==> src/rtl/wfm_seq_pkg.sv <==
package wfm_seq_pkg;

  typedef enum logic {EDGE_RISE = 1'b0, EDGE_FALL = 1'b1} edge_pol_t;

  // Number of clocks needed to cover at least min_ns, never fewer than one.
  function automatic int unsigned pulse_cycles(int unsigned min_ns, int unsigned clk_ns);
    int unsigned r;
    r = (min_ns + clk_ns - 1) / clk_ns;
    if (r == 0) r = 1;
    return r;
  endfunction

  // Effective interval period: anything under two becomes two.
  function automatic int unsigned eff_div(int unsigned d);
    return (d < 2) ? 2 : d;
  endfunction

endpackage

==> src/rtl/pin_edge_sel.sv <==
module pin_edge_sel #(
  parameter int NUM_PINS = 8,
  parameter int SEL_W    = 3
) (
  input  logic                clk,
  input  logic                rst_n,
  input  logic [NUM_PINS-1:0] pins,
  input  logic [SEL_W-1:0]    sel,
  input  logic                fall,
  output logic                evt
);
  import wfm_seq_pkg::*;

  logic picked;
  logic s1, s2, prev;

  always_comb begin
    picked = 1'b0;
    for (int i = 0; i < NUM_PINS; i++)
      if (sel == SEL_W'(i)) picked = pins[i];
  end

  always_ff @(posedge clk or negedge rst_n) begin
    if (!rst_n) begin
      s1   <= 1'b0;
      s2   <= 1'b0;
      prev <= 1'b0;
    end else begin
      s1   <= picked;
      s2   <= s1;
      prev <= s2;
    end
  end

  // Edge present when the synchronized level moved; polarity picks the direction.
  assign evt = (s2 != prev) && (s2 == (edge_pol_t'(fall) == EDGE_RISE));

endmodule

==> src/rtl/interval_timer.sv <==
module interval_timer #(
  parameter int DIV_W = 16
) (
  input  logic             clk,
  input  logic             rst_n,
  input  logic             load,
  input  logic             run,
  input  logic [DIV_W-1:0] divisor,
  output logic             tick
);
  import wfm_seq_pkg::*;

  logic [DIV_W-1:0] cnt;
  logic [DIV_W-1:0] reload;

  assign reload = DIV_W'(eff_div(32'(divisor)) - 1);
  assign tick   = run && (cnt == '0);

  always_ff @(posedge clk or negedge rst_n) begin
    if (!rst_n)      cnt <= '0;
    else if (load)   cnt <= reload;
    else if (run)    cnt <= (cnt == '0) ? reload : cnt - 1'b1;
  end

endmodule

==> src/rtl/pulse_shaper.sv <==
module pulse_shaper #(
  parameter int CYC = 3
) (
  input  logic clk,
  input  logic rst_n,
  input  logic trig,
  output logic active
);
  localparam int CW = $clog2(CYC + 1);

  logic [CW-1:0] cnt;

  always_ff @(posedge clk or negedge rst_n) begin
    if (!rst_n)          cnt <= '0;
    else if (trig)       cnt <= CW'(CYC);
    else if (cnt != '0)  cnt <= cnt - 1'b1;
  end

  assign active = (cnt != '0);

endmodule

==> src/rtl/wfm_seq_ctrl.sv <==
module wfm_seq_ctrl #(
  parameter int NUM_PINS = 8,
  parameter int SEL_W    = $clog2(NUM_PINS),
  parameter int DIV_W    = 16,
  parameter int CLK_NS   = 10,
  parameter int START_NS = 25,
  parameter int UPD_NS   = 50
) (
  input  logic                clk,
  input  logic                rst_n,
  input  logic [NUM_PINS-1:0] pfi_in,
  input  logic [SEL_W-1:0]    start_sel,
  input  logic                start_fall,
  input  logic [SEL_W-1:0]    upd_sel,
  input  logic                upd_fall,
  input  logic                upd_ext,
  input  logic                posted_mode,
  input  logic [DIV_W-1:0]    divisor,
  input  logic                sw_stop,
  input  logic                buf_done,
  input  logic                out_en,
  output logic                dac_update,
  output logic                running,
  output logic                start_out,
  output logic                upd_out_n,
  output logic                pins_oe
);
  import wfm_seq_pkg::*;

  localparam int START_CYC = int'(pulse_cycles(START_NS, CLK_NS));
  localparam int UPD_CYC   = int'(pulse_cycles(UPD_NS, CLK_NS));

  // Named internal events, visible to the bound checker.
  logic start_edge, upd_edge;
  logic start_evt, stop_req, tick, ext_fire, upd_active;

  pin_edge_sel #(.NUM_PINS(NUM_PINS), .SEL_W(SEL_W)) u_start_in (
    .clk(clk), .rst_n(rst_n), .pins(pfi_in), .sel(start_sel),
    .fall(start_fall), .evt(start_edge)
  );

  pin_edge_sel #(.NUM_PINS(NUM_PINS), .SEL_W(SEL_W)) u_upd_in (
    .clk(clk), .rst_n(rst_n), .pins(pfi_in), .sel(upd_sel),
    .fall(upd_fall), .evt(upd_edge)
  );

  assign start_evt = start_edge && !running;
  assign stop_req  = running && (sw_stop || buf_done);

  always_ff @(posedge clk or negedge rst_n) begin
    if (!rst_n)         running <= 1'b0;
    else if (start_evt) running <= 1'b1;
    else if (stop_req)  running <= 1'b0;
  end

  interval_timer #(.DIV_W(DIV_W)) u_timer (
    .clk(clk), .rst_n(rst_n), .load(start_evt),
    .run(running && !upd_ext), .divisor(divisor), .tick(tick)
  );

  assign ext_fire   = upd_edge && posted_mode;
  assign dac_update = running && !stop_req && (upd_ext ? ext_fire : tick);

  pulse_shaper #(.CYC(START_CYC)) u_start_pw (
    .clk(clk), .rst_n(rst_n), .trig(start_evt), .active(start_out)
  );

  pulse_shaper #(.CYC(UPD_CYC)) u_upd_pw (
    .clk(clk), .rst_n(rst_n), .trig(dac_update), .active(upd_active)
  );

  assign upd_out_n = !upd_active;

  always_ff @(posedge clk or negedge rst_n) begin
    if (!rst_n) pins_oe <= 1'b0;
    else        pins_oe <= out_en;
  end

endmodule

==> config.mk <==
export PLATFORM = sky130hd
export DESIGN_NAME = wfm_seq_ctrl
export DESIGN_NICKNAME = d
export VERILOG_FILES = /design/src/rtl/wfm_seq_pkg.sv /design/src/rtl/pin_edge_sel.sv /design/src/rtl/interval_timer.sv /design/src/rtl/pulse_shaper.sv /design/src/rtl/wfm_seq_ctrl.sv
export SDC_FILE = /design/constraint.sdc
export NUM_CORES = 1
export LEC_CHECK = 0
export CELL_PAD_IN_SITES_DETAIL_PLACEMENT = 1
export CELL_PAD_IN_SITES_GLOBAL_PLACEMENT = 2
export CORE_MARGIN = 4
export CORE_UTILIZATION = 28
export DETAILED_ROUTE_END_ITERATION = 16
export GPL_TIMING_DRIVEN = 0
export PLACE_DENSITY = 0.78
export SLEW_MARGIN = 30
export SYNTH_ARGS = -nofsm -noshare
export SYNTH_HDL_FRONTEND = slang
export SYNTH_HIERARCHICAL = 1
export SYNTH_SLANG_ARGS = --single-unit
==> constraint.sdc <==
create_clock -name clk -period 2.4 [get_ports clk]
set_input_delay 0.36 -clock clk [delete_from_list [all_inputs] [get_ports clk]]
set_output_delay 0.36 -clock clk [all_outputs]
set_load 0.01 [all_outputs]
==> Word-level counts from Yosys, hierarchy flattened <==
Cells that the tools add are included.
{ "classes": {"addsub": 4, "order_cmp": 1, "n_eq_ne": 18, "muxes": 27, "bitwise_logic": 2, "n_reduce_logical": 23} }
{ "op_table": {"columns": ["cell", "n"], "rows": [
  ["$mux 16", 4],
  ["$sub 16x1->16 const B", 2],
  ["$eq 3x3->1 const B", 8],
  ["$mux 1", 19],
  ["$logic_not 16->1", 1],
  ["$lt 16x2->1 const B", 1],
  ["$eq 3x2->1 const B", 4],
  ["$reduce_bool 2->1", 5],
  ["$logic_and 1x1->1", 9],
  ["$eq 3x1->1 const B", 2],
  ["$logic_not 3->1", 2],
  ["$mux 3", 2],
  ["$logic_not 1->1", 4],
  ["$mux 2", 2],
  ["$reduce_bool 3->1", 1],
  ["$sub 3x1->3 const B", 1],
  ["$eq 1x1->1", 2],
  ["$ne 1x1->1", 2],
  ["$not 1->1", 2],
  ["$sub 2x1->2 const B", 1],
  ["$logic_or 1x1->1", 1]
]} }
{ "word_totals": {"reg_bits": 29, "input_bits": 39, "output_inout_bits": 5} }

==> Longest topological paths before layout <==
{ "depth": {"depth_word": 9, "mapped_depth": 11} }

==> Modules after synthesis <==
Netlist, hierarchy kept.
{ "modules_own_cells": {"columns": ["module", "n_inst", "cells_per_inst", "area_each_um2", "seq_area_each_um2"], "rows": [
  ["interval_timer", 1, 170, 1365.1, 400.4],
  ["pin_edge_sel", 2, 9, 157.7, 75.1],
  ["pulse_shaper at u_upd_pw", 1, 16, 175.2, 75.1],
  ["pulse_shaper at u_start_pw", 1, 11, 110.1, 50.0],
  ["wfm_seq_ctrl", 1, 11, 101.3, 50.0]
]} }

==> Worst setup path after synthesis <==
Ideal clock, no wire load.
{ "synth_path": {"path_kind": "input to register", "from": "in divisor[2]", "to": "reg u_timer.cnt[8]", "setup_time_ns": 0.126, "arrival_time_ns": 2.632, "required_time_ns": 2.274, "path_slack_ns": -0.358, "stages": 11, "path_buffers": 1, "cell_sequence": "nor4_1 > and2_1 > nand3_1 > nand2_1 > ha_1 > or3b_2 > clkbuf_1 > nor3_1 > nor3b_1 > xor2_1 > a221o_1"} }
{ "synth_via": {"elab_chain_cells": 6} }
{ "synth_rtl": {"columns": ["element", "line_no", "text"], "rows": [
  ["start, declared", "wfm_seq_ctrl.sv:18", "input logic [DIV_W-1:0] divisor,"],
  ["$lt 16x2->1", "wfm_seq_pkg.sv:15", "return (d < 2) ? 2 : d;"],
  ["$mux 16 *", "wfm_seq_pkg.sv:15", null],
  ["$sub 16x1->16 *", "interval_timer.sv:16", "assign reload = DIV_W'(eff_div(32'(divisor)) - 1);"],
  ["$mux 16 (2 in a row)", "interval_timer.sv:22", "else if (run) cnt <= (cnt == '0) ? reload : cnt - 1'b1;"],
  ["$mux 16 *", "interval_timer.sv:21", "else if (load) cnt <= reload;"],
  ["end signal, assigned", "interval_timer.sv:21", null],
  ["end signal, assigned", "interval_timer.sv:22", null],
  ["end, declared", "interval_timer.sv:13", "logic [DIV_W-1:0] cnt;"]
]} }
Every way passes the cells marked *; elsewhere a longest branch is shown, timed or not. The select of a mux whose other input is x is not followed.
A chain may end at the register's enable or synchronous reset.

==> Worst setup path after layout <==
{ "layout_path": {"from": "reg u_timer.cnt[10]", "to": "out dac_update"} }
{ "layout_via": {"elab_chain_cells": 4} }
{ "layout_rtl": {"columns": ["element", "line_no", "text"], "rows": [
  ["$logic_not 16->1", "interval_timer.sv:17", "assign tick = run && (cnt == '0);"],
  ["$logic_and 1x1->1", "interval_timer.sv:17", null],
  ["net tick", "wfm_seq_ctrl.sv:35", "logic start_evt, stop_req, tick, ext_fire, upd_active;"],
  ["$mux 1", "wfm_seq_ctrl.sv:62", "assign dac_update = running && !stop_req && (upd_ext ? ext_fire : tick);"],
  ["$logic_and 1x1->1", "wfm_seq_ctrl.sv:62", null],
  ["end, declared", "wfm_seq_ctrl.sv:22", "output logic dac_update,"]
]} }
The timed path passes the listed nets, and every way through them passes these cells.

==> out/qor.csv <==
stage,metric,value,unit
power_and_ir_drop,power density over the cells,785.6,nW/µm²
floorplan,die height,93.92,µm
synth,Synth Cell Area,2067,µm²
job,max cap viols,0,
power_and_ir_drop,Pwr Total,2.455,mW
setup_path,WP buf/inv,1,
sta,Final Skew,0.008984,ns
synth,Seq cells post-synth,29,
setup_path,"CP delay by family, top",simple AND/OR/NAND/NOR gates,
setup_path,Reg2Reg Setup Slack,-0.04,ns
grt,largest net degree at the start of global routing,26,
grt,vias in the first global route,2201,
clock_tree,H-tree depth,2,
worst_hold_path,hold depth,0,
place,gpl congestion,0.7741,
clock_tree,Clock Path Buffers,2,
grt,first-pass GRT wire length,10700,µm
detailed_routing,Routed Antenna Nets,0,
sta,max-slew violation count,0,
setup_path,FF-to-FF Start,u_timer/cnt[0],
synth,xor/xnor cell area share of the yosys netlist,0.05508,
setup_path,maximum fanout along the worst path,3,
setup_path,Crit path arrival time,2.11,ns
finish,area grow syn2layout,51.21,%
setup_path,CP Cell Sequence,or4_4 > nor4_4 > and2_1 > nand2b_1 > a21oi_4 > buf_6,
clock_tree,TritonCTS clock tree,done,
synth,synth unique cells,53,
detailed_routing,overall via count from detail_route,2109,
grt,total gr overflow,0,
synth,Syn. warnings,6,
finish,fin nets,347,
detailed_routing,DRT Pass-1 Iters,4,
floorplan,die area,8821,µm²
run_status,failing checks,negative setup slack,
sta,# setup viols final,2,
detailed_routing,Vias/cell,5.246,
finish,fill count,845,
clock_tree,CTS root buf,clkbuf_8,
grt,initial antenna violation count,0,
synth,Synth Area in Compound Gates,0.1852,
setup_path,crit path capture type,primary output,
synth,ys flop type,dfrtp_1,
finish,share of the core filled with cells,0.4332,
place,port bufs,43,
setup_path,Crit-path slowest cell,or4_4,
place,DP Wirelength,4811,µm
floorplan,Core ar.,7214,µm²
detailed_routing,Post-route DRC,0,
sta,post-route setup slack,-0.07254,ns
setup_path,reg2reg path depth,8,
worst_hold_path,Worst Hold Class,flop to flop,
finish,FF+latch area,728.2,µm²
finish,layout cell share with drive strength beyond 1,0.2904,
synth,Post-Synthesis Cells,226,
synth,"Seq/Total Area, Yosys",0.3511,
detailed_routing,drt initial violations,63,
sta,FMAX,0.4044,GHz
clock_tree,Inserted Clock Buffers,5,
setup_path,Crit Path Class,flop to primary output,
finish,number of diodes,0,
setup_path,worst reg2reg endpoint,u_timer/cnt[8],
floorplan,Ports,44,
sta,Tmin final,2.473,ns
synth,multiplexer share of the synthesized area,0.06659,
setup_path,Crit path required time,2.04,ns
sta,worst slew pin tran,0.8843,ns
synth,syn_nets,271,
floorplan,Rows,31,
sta,Rel. slew slack,0.4083,
sta,Final Hold Vio Count,0,
setup_path,CP Launch Type,flop,
synth,syn avg cell area,9.146,µm²
floorplan,Initial Utilization,0.2865,
synth,Post-Synth Adder-Cell Area,0.03632,
clock_tree,clock-pin slew on the worst setup and hold paths,0.08,ns
worst_hold_path,WHS Endpoint,u_upd_in/s2,
setup_path,Critical Path Max Stage Delay,0.60,ns
synth,"FFs w/ async S/R, synth",1.000,
detailed_routing,DR WL/cell,16.59,µm
clock_tree,worst skew pair latency,0.29,ns
worst_hold_path,hold_sp,u_upd_in/s1,
floorplan,DIE WIDTH,93.92,µm
run_status,outcome,"finished, violations left",
synth,number of flops mapped to enable cells by yosys,0,
sta,fin crit share,1.030,
sta,RSZ-0062 raised after global routing,true,
finish,area of the multi-input gates,1445,µm²
synth,Synth Area in Simple Gates,0.2603,
detailed_routing,drt total wl,6668,µm
power_and_ir_drop,leak pwr,1.286,nW
clock_tree,total clock sinks,29,
grt,global-route usage over all layers,0.1546,
synth,largest family of logic cells by synthesized area,simple AND/OR/NAND/NOR gates,
power_and_ir_drop,peak supply drop,0.2499,mV
## metrics by stage
stage	instances	setup TNS [ns]	hold slack, ns	instance area (µm²)	worst slack (ns)
2_1_floorplan	226	-0.1214	0.06441	2142	-0.1214
3_3_place_gp	368	-6.835	0.3324	2696	-0.9791
3_5_place_dp	369	-7.526	0.1921	2711	-0.9978
4_1_cts	390	-0.1542	0.3602	2987	-0.1542
5_1_grt	402	-0.8810	0.3687	3126	-0.1450
6_report	402	-0.1081	0.3588	3126	-0.07254
## layer usage
metal  GRT usage  vias to the layer above  routed length, µm
met5           0                        -                  0
met4     0.04813                        0                105
met3     0.02724                        9                206
met2      0.2744                       38               3489
met1      0.1888                     1057               2867
li1            -                     1005                  -
## cells in the final DEF (no fill, tap or decap), types with 4 or more instances in the layout
master / instances
buf_4: 29
a221o_1: 4
nor2_1: 12
clkdlybuf4s50_1: 26
inv_1: 10
a21oi_1: 9
buf_6: 5
xor2_1: 11
o21ai_1: 11
nor4_4: 4
nand3_1: 7
mux4_1: 4
or3_1: 7
clkbuf_8: 6
o21ai_0: 9
clkbuf_2: 7
nor3_1: 12
nand2_1: 12
ha_1: 5
nand2b_1: 5
dfrtp_1: 27
buf_2: 4
## layout make-up
type	instances	area share
multi-input cells	176	0.4624
flip-flops and latches	29	0.2330
repair buffers	71	0.1974
well taps	99	0.03963
clock buffers	6	0.02642
plain buffers	7	0.01481
inverters	12	0.01441
clock inverters	2	0.01201
## worst max path at each step
stage | start | slack [ns] | endpoint | depth (start not counted)
global route | u_timer/cnt[0] | -0.15 | dac_update | 8
finish | u_timer/cnt[10] | -0.07 | dac_update | 6
floorplan | divisor[2] | -0.12 | u_timer/cnt[8] | 11
detailed placement | divisor[6] | -1.0 | u_timer/cnt[8] | 11
global placement | divisor[6] | -0.98 | u_timer/cnt[8] | 11
CTS | u_timer/cnt[7] | -0.15 | dac_update | 7
## logic make-up (layout without fill, tap and decap cells)
logic type | count (synthesis) | in the layout
XOR/XNOR | 13 | 13
multiplexers | 7 | 7
flip-flops | 29 | 29
adder cells (fa/ha/maj) | 6 | 6
AO/OA/AOI/OAI | 55 | 55
buffers and inverters | 21 | 98
AND/OR/NAND/NOR | 95 | 95
## state kept, by name (all words and copies together) (netlist names)
signal	flops
u_start_in/s2	1
running	1
u_upd_in/s1	1
u_upd_in/prev	1
u_start_pw/cnt	2
u_upd_in/s2	1
u_start_in/s1	1
pins_oe	1
u_timer/cnt	16
u_start_in/prev	1
u_upd_pw/cnt	3
## timing repair
item                                    4_1_cts  5_1_grt
buffers inserted                             13       13
pin swaps                                     9       10
gates resized for setup                      53       49
hold buffers                                  1        0
hold endpoints to repair                      4        0
endpoints found under the setup margin       13       15
## Yosys cell counts (6+ instances only)
cell type / instances / area share
xor2_1: 12 / 0.051
or3_1: 7 / 0.021
o21ai_1: 10 / 0.024
ha_1: 6 / 0.036
a21oi_1: 9 / 0.022
dfrtp_1: 29 / 0.35
o21ai_0: 10 / 0.024
nor4_1: 7 / 0.021
nand3_1: 8 / 0.019
nand2_1: 13 / 0.024
inv_1: 12 / 0.022
nor3_1: 15 / 0.036
nor2_1: 13 / 0.024
## where the power goes
part           leakage [nW]  internal [mW]  switching [mW]
sequential            0.349          0.660           0.171
clock                0.0574          0.337           0.212
combinational         0.879          0.538           0.537
total                  1.29           1.54           0.920
Power figures use the tool's default switching activity.
